<file path="src/rtl/ipi_doorbell_pkg.sv">
package ipi_doorbell_pkg;
    localparam int DB_W        = 32;
    localparam int DB_IDX_W    = $clog2(DB_W);
    localparam int REDIRECT_B  = 5;
    localparam int TGT_BASE    = 8;
    localparam int MAX_CPU     = 4;

    typedef enum logic [1:0] {
        SEL_CAUSE     = 2'd0,
        SEL_MASK      = 2'd1,
        SEL_MSI_CAUSE = 2'd2,
        SEL_MSI_MASK  = 2'd3
    } reg_sel_e;

    typedef struct packed {
        logic [DB_W-1:0] cause;
        logic [DB_W-1:0] mask;
    } bank_t;
endpackage

</file>
<file path="src/rtl/ipi_ring_decode.sv">
module ipi_ring_decode
    import ipi_doorbell_pkg::*;
#(
    parameter int NCPU = 4
) (
    input  logic                      ring_we,
    input  logic [DB_W-1:0]           ring_data,
    output logic [NCPU-1:0][DB_W-1:0] cpu_ring,
    output logic [DB_W-1:0]           msi_ring
);
    logic [DB_W-1:0] onehot;
    logic            unused_bits;

    assign unused_bits = ^{ring_data[DB_W-1:TGT_BASE+NCPU], ring_data[TGT_BASE-1:REDIRECT_B+1]};

    always_comb begin
        onehot   = DB_W'(1) << ring_data[DB_IDX_W-1:0];
        msi_ring = (ring_we && ring_data[REDIRECT_B]) ? onehot : '0;
        for (int i = 0; i < NCPU; i++) begin
            cpu_ring[i] = (ring_we && !ring_data[REDIRECT_B] && ring_data[TGT_BASE+i])
                          ? onehot : '0;
        end
    end
endmodule

</file>
<file path="src/rtl/ipi_cause_bank.sv">
module ipi_cause_bank
    import ipi_doorbell_pkg::*;
#(
    parameter logic [DB_W-1:0] MASK_RST = '0
) (
    input  logic            clk,
    input  logic            rst_n,
    input  logic [DB_W-1:0] ring,
    input  logic            clr_we,
    input  logic [DB_W-1:0] clr_data,
    input  logic            mask_we,
    input  logic [DB_W-1:0] mask_data,
    output logic [DB_W-1:0] cause,
    output logic [DB_W-1:0] mask,
    output logic            irq
);
    bank_t bank_d, bank_q;

    always_comb begin
        bank_d = bank_q;
        if (mask_we) begin
            bank_d.mask = mask_data;
        end
        // a ring is ORed in after the clear, so it wins on a collision
        bank_d.cause = (clr_we ? (bank_q.cause & clr_data) : bank_q.cause) | ring;
    end

    always_ff @(posedge clk) begin
        if (!rst_n) begin
            bank_q <= '{cause: '0, mask: MASK_RST};
        end else begin
            bank_q <= bank_d;
        end
    end

    assign cause = bank_q.cause;
    assign mask  = bank_q.mask;
    assign irq   = |(bank_q.cause & bank_q.mask);
endmodule

</file>
<file path="src/rtl/ipi_doorbell.sv">
module ipi_doorbell
    import ipi_doorbell_pkg::*;
#(
    parameter int NCPU   = 4,
    parameter int CIDX_W = (NCPU > 1) ? $clog2(NCPU) : 1
) (
    input  logic              clk,
    input  logic              rst_n,
    input  logic              ring_we,
    input  logic [31:0]       ring_data,
    input  logic              wr_en,
    input  logic [1:0]        wr_sel,
    input  logic [CIDX_W-1:0] wr_cpu,
    input  logic [31:0]       wr_data,
    input  logic [1:0]        rd_sel,
    input  logic [CIDX_W-1:0] rd_cpu,
    output logic [31:0]       rd_data,
    output logic [NCPU-1:0]   cpu_irq,
    output logic              msi_irq
);
    localparam int CSLOTS = 1 << CIDX_W;

    logic [NCPU-1:0][DB_W-1:0]   cpu_ring;
    logic [DB_W-1:0]             msi_ring;
    logic [NCPU-1:0][DB_W-1:0]   cpu_cause;
    logic [NCPU-1:0][DB_W-1:0]   cpu_mask;
    logic [CSLOTS-1:0][DB_W-1:0] cause_pad;
    logic [CSLOTS-1:0][DB_W-1:0] mask_pad;
    logic [DB_W-1:0]             msi_cause;
    logic [DB_W-1:0]             msi_mask;
    reg_sel_e                    wsel;
    reg_sel_e                    rsel;

    assign wsel = reg_sel_e'(wr_sel);
    assign rsel = reg_sel_e'(rd_sel);

    ipi_ring_decode #(.NCPU(NCPU)) u_decode (
        .ring_we  (ring_we),
        .ring_data(ring_data),
        .cpu_ring (cpu_ring),
        .msi_ring (msi_ring)
    );

    for (genvar i = 0; i < CSLOTS; i++) begin : g_cpu
        if (i < NCPU) begin : g_live
            ipi_cause_bank #(.MASK_RST('0)) u_bank (
                .clk      (clk),
                .rst_n    (rst_n),
                .ring     (cpu_ring[i]),
                .clr_we   (wr_en && wsel == SEL_CAUSE && wr_cpu == CIDX_W'(i)),
                .clr_data (wr_data),
                .mask_we  (wr_en && wsel == SEL_MASK && wr_cpu == CIDX_W'(i)),
                .mask_data(wr_data),
                .cause    (cpu_cause[i]),
                .mask     (cpu_mask[i]),
                .irq      (cpu_irq[i])
            );
            assign cause_pad[i] = cpu_cause[i];
            assign mask_pad[i]  = cpu_mask[i];
        end else begin : g_empty
            assign cause_pad[i] = '0;
            assign mask_pad[i]  = '0;
        end
    end

    ipi_cause_bank #(.MASK_RST('1)) u_msi (
        .clk      (clk),
        .rst_n    (rst_n),
        .ring     (msi_ring),
        .clr_we   (wr_en && wsel == SEL_MSI_CAUSE),
        .clr_data (wr_data),
        .mask_we  (wr_en && wsel == SEL_MSI_MASK),
        .mask_data(wr_data),
        .cause    (msi_cause),
        .mask     (msi_mask),
        .irq      (msi_irq)
    );

    always_comb begin
        unique case (rsel)
            SEL_CAUSE:     rd_data = cause_pad[rd_cpu];
            SEL_MASK:      rd_data = mask_pad[rd_cpu];
            SEL_MSI_CAUSE: rd_data = msi_cause;
            default:       rd_data = msi_mask;
        endcase
    end
endmodule

</file>
<file path="config.mk">
export PLATFORM = sky130hd
export DESIGN_NAME = ipi_doorbell
export DESIGN_NICKNAME = d
export VERILOG_FILES = /design/src/rtl/ipi_doorbell_pkg.sv /design/src/rtl/ipi_ring_decode.sv /design/src/rtl/ipi_cause_bank.sv /design/src/rtl/ipi_doorbell.sv
export SDC_FILE = /design/constraint.sdc
export NUM_CORES = 1
export LEC_CHECK = 0
export BUFFER_PORTS_ARGS = -buffer_cell sky130_fd_sc_hd__buf_4
export CELL_PAD_IN_SITES_DETAIL_PLACEMENT = 1
export CELL_PAD_IN_SITES_GLOBAL_PLACEMENT = 1
export CORE_ASPECT_RATIO = 1.5
export CORE_MARGIN = 8
export CORE_UTILIZATION = 45
export CTS_CLUSTER_DIAMETER = 100
export CTS_CLUSTER_SIZE = 30
export DETAILED_ROUTE_END_ITERATION = 12
export HOLD_SLACK_MARGIN = 0.06
export PLACE_DENSITY_LB_ADDON = 0.1
export SLEW_MARGIN = 20
export SYNTH_ARGS = -nofsm -noshare
export SYNTH_HDL_FRONTEND = slang
export SYNTH_HIERARCHICAL = 1
export SYNTH_SLANG_ARGS = --single-unit
</file>
<file path="constraint.sdc">
create_clock -name clk -period 1.95 [get_ports clk]
set_clock_uncertainty 0.15 [all_clocks]
set_input_delay 0.0975 -clock clk [delete_from_list [all_inputs] [get_ports clk]]
set_output_delay 0.0975 -clock clk [all_outputs]
set_load 0.05 [all_outputs]
</file>
==> results.sh <==
export IMPL_required_ns=1.70
export IMPL_endpoint_kind="output port"
export IMPL_path_max_fanout=2
export IMPL_fmax_ghz=0.382
export IMPL_cp_start_kind="flop"
export IMPL_start_util=0.455
export IMPL_hold_path_class="in2reg"
export IMPL_synth_top_area_frac=0.375
export IMPL_overflow=0
export IMPL_period_share=1.34
export IMPL_nNetsFinal=2184
export IMPL_slew_viol_final=0
export IMPL_grt_pass1_wl_um=105000
export IMPL_fill_cells=4233
export IMPL_powerDensity_nw_per_um2=597
export IMPL_avgSynthCellArea_um2=9.02
export IMPL_grt_util_all_layers=0.311
export IMPL_rows=87
export IMPL_vdd_drop_max_mv=0.781
export IMPL_yosysTopAreaCell="dfxtp_1"
export IMPL_final_layout_size_suffix_gt1_frac=0.285
export IMPL_async_flop_share=0
export IMPL_routed_wirelength_um=72700
export IMPL_synth_seq_cells=320
export IMPL_clk_latency_ns=0.53
export IMPL_vias=15600
export IMPL_cts_max_level=1
export IMPL_clkTransAtPathRegs_ns=0.12
export IMPL_gp_congestion=0.883
export IMPL_dp_hpwl_um=49000
export IMPL_io_buffers=90
export IMPL_tns_ns=-3.29
export IMPL_grt_max_degree=80
export IMPL_holdWs_ns=0.0824
export IMPL_grt_antenna_before_repair=4
export IMPL_cp_arrival_ns=2.37
export IMPL_drc_errors=0
export IMPL_syn_num_nets=1969
export IMPL_yosysWarnings=6
export IMPL_ios=113
export IMPL_tightest_slew_ns=0.538
export IMPL_synth_cell_types=42
export IMPL_clock_tree_root_cell="clkbuf_16"
export IMPL_synth_area_um2=17100
export IMPL_coreArea_um2=37600
export IMPL_die_area_um2=44600
export IMPL_clockBufferDepth=3
export IMPL_numCtsBuffers=14
export IMPL_via_per_inst=6.00
export IMPL_synthTopCellsByArea="dfxtp_1 (38%), mux2i_1 (14%), nor2b_1 (12%)"
export IMPL_status="finished with violations"
export IMPL_wl_per_cell_um=27.9
export IMPL_setup_viol=14
export IMPL_ys_top_cells_by_count="dfxtp_1 (320), nor2b_1 (315), mux2i_1 (234), a21oi_1 (165), nand2b_1 (162)"
export IMPL_cts_tree="built"
export IMPL_p_leak_nw=7.20
export IMPL_rsz0062_at_grt="true"
export IMPL_yosysSeqAreaShare=0.375
export IMPL_drt_iter0_drc=1083
export IMPL_hold_violations=0
export IMPL_r2r_setup_slack_ns=0.52
export IMPL_yosysMostFrequentCell="dfxtp_1"
export IMPL_postRouteAntennaNets=0
export IMPL_die_w_um=175
export IMPL_finalCriticalPeriod_ns=2.62
export IMPL_relSlewSlack=0.641
export IMPL_violations="negative setup slack"
export IMPL_numClockSinks=320
export IMPL_synth_edf_count=0
export IMPL_path_class="reg2out"
export IMPL_netlist_instances=1893
export IMPL_first_global_vias=16400
export IMPL_drt_pass1_iterations=7
export IMPL_die_h_um=255
export IMPL_area_delta_synth_final_pct=25.6
export IMPL_synthFlopType="dfxtp_1"
export IMPL_max_cap_violations=0
export IMPL_timing_final_ws_setup_ns=-0.670
[sequential cells by signal, indices dropped and copies added, names as in the netlist]
register	count
g_cpu.g_live.u_bank/cause	128
g_cpu.g_live.u_bank/mask	128
u_msi/cause	32
u_msi/mask	32
[what timing repair did]
action,in CTS,in global routing
endpoints found under the setup margin,32,60
pin swaps,31,38
hold buffers,66,0
hold endpoints to repair,320,0
gates resized for setup,140,102
gates cloned,0,2
buffers inserted,9,14
[metrics by stage]
stage               cells   util  total power, mW  instance area (µm²)  setup slack, ns
floorplan            1893      -             7.97                17200            0.214
global placement     2494  0.516             8.78                19400           -0.368
detailed placement   2494  0.516             8.81                19400           -0.350
CTS                  2586  0.560             12.8                21000           -0.660
global route         2600  0.571             13.2                21400           -0.680
finish               2601  0.571             12.8                21400           -0.670
[kinds of logic after synthesis]
logic type / synth area share
and+or+nand+nor: 0.278
AOI/OAI and AO/OA: 0.133
DFF: 0.375
muxes: 0.173
buffers and inverters: 0.0417
[worst max-delay path, stage by stage, from the launching register on]
cell,delay [ns]
dfxtp_2,0.35
a22oi_2,0.28
nand4_1,0.39
or4_4,0.64
buf_8,0.17
[layout by cell type, fill, tap and decap left out, types with 6 or more instances in the layout]
cell type and n:
nor2_2 40, o22ai_1 7, buf_8 7, nand2b_1 162
buf_12 20, a22oi_2 25, dlygate4sd3_1 66, or4_4 6
a22o_1 27, nor3_2 16, nand4b_2 7, buf_6 62
o22ai_2 15, a21oi_1 165, mux2_2 49, a22oi_1 55
nor2_4 7, buf_4 185, nor2b_1 314, clkbuf_16 17
nand2_1 41, mux2i_1 230, nor3_4 11, nand4b_1 7
nand4_1 22, a211oi_2 22, nor2_1 127, dfxtp_2 84
nand4bb_1 15, dfxtp_1 236
[worst paths after layout]
kind | startpoint | endpoint | cells after the start
max | g_cpu[0].g_live.u_bank/mask[26] | cpu_irq[0] | 4
min reg2reg | u_msi/mask[31] | u_msi/mask[31] | 2
min | wr_sel[1] | g_cpu[2].g_live.u_bank/cause[10] | 6
max reg2reg | u_msi/mask[10] | u_msi/mask[10] | 3
[area by class of cell]
class,count,area [µm²],share of cell area
Sequential cell,320,6510,0.304
Antenna cell,2,5.00,0.000233
Multi-Input combinational cell,1430,10600,0.494
Clock inverter,2,37.5,0.00175
Clock buffer,16,379,0.0177
Timing Repair Buffer,342,3300,0.154
Tap cell,489,612,0.0285
[layer usage]
metal  vias to the layer above  global-route usage  wire length (µm)
met5                         -                   0                 0
met2                       520               0.540             35700
met4                         0               0.196              5050
li1                       7002                   -                 -
met1                      7879               0.359             28200
met3                       218              0.0370              3810
[report_power, final]
part           total [mW]  switching (mW)  internal (mW)
clock                3.81            2.26           1.55
combinational        2.32            1.38          0.939
sequential           6.67          0.0636           6.61
(Power assumes the default switching activity.)
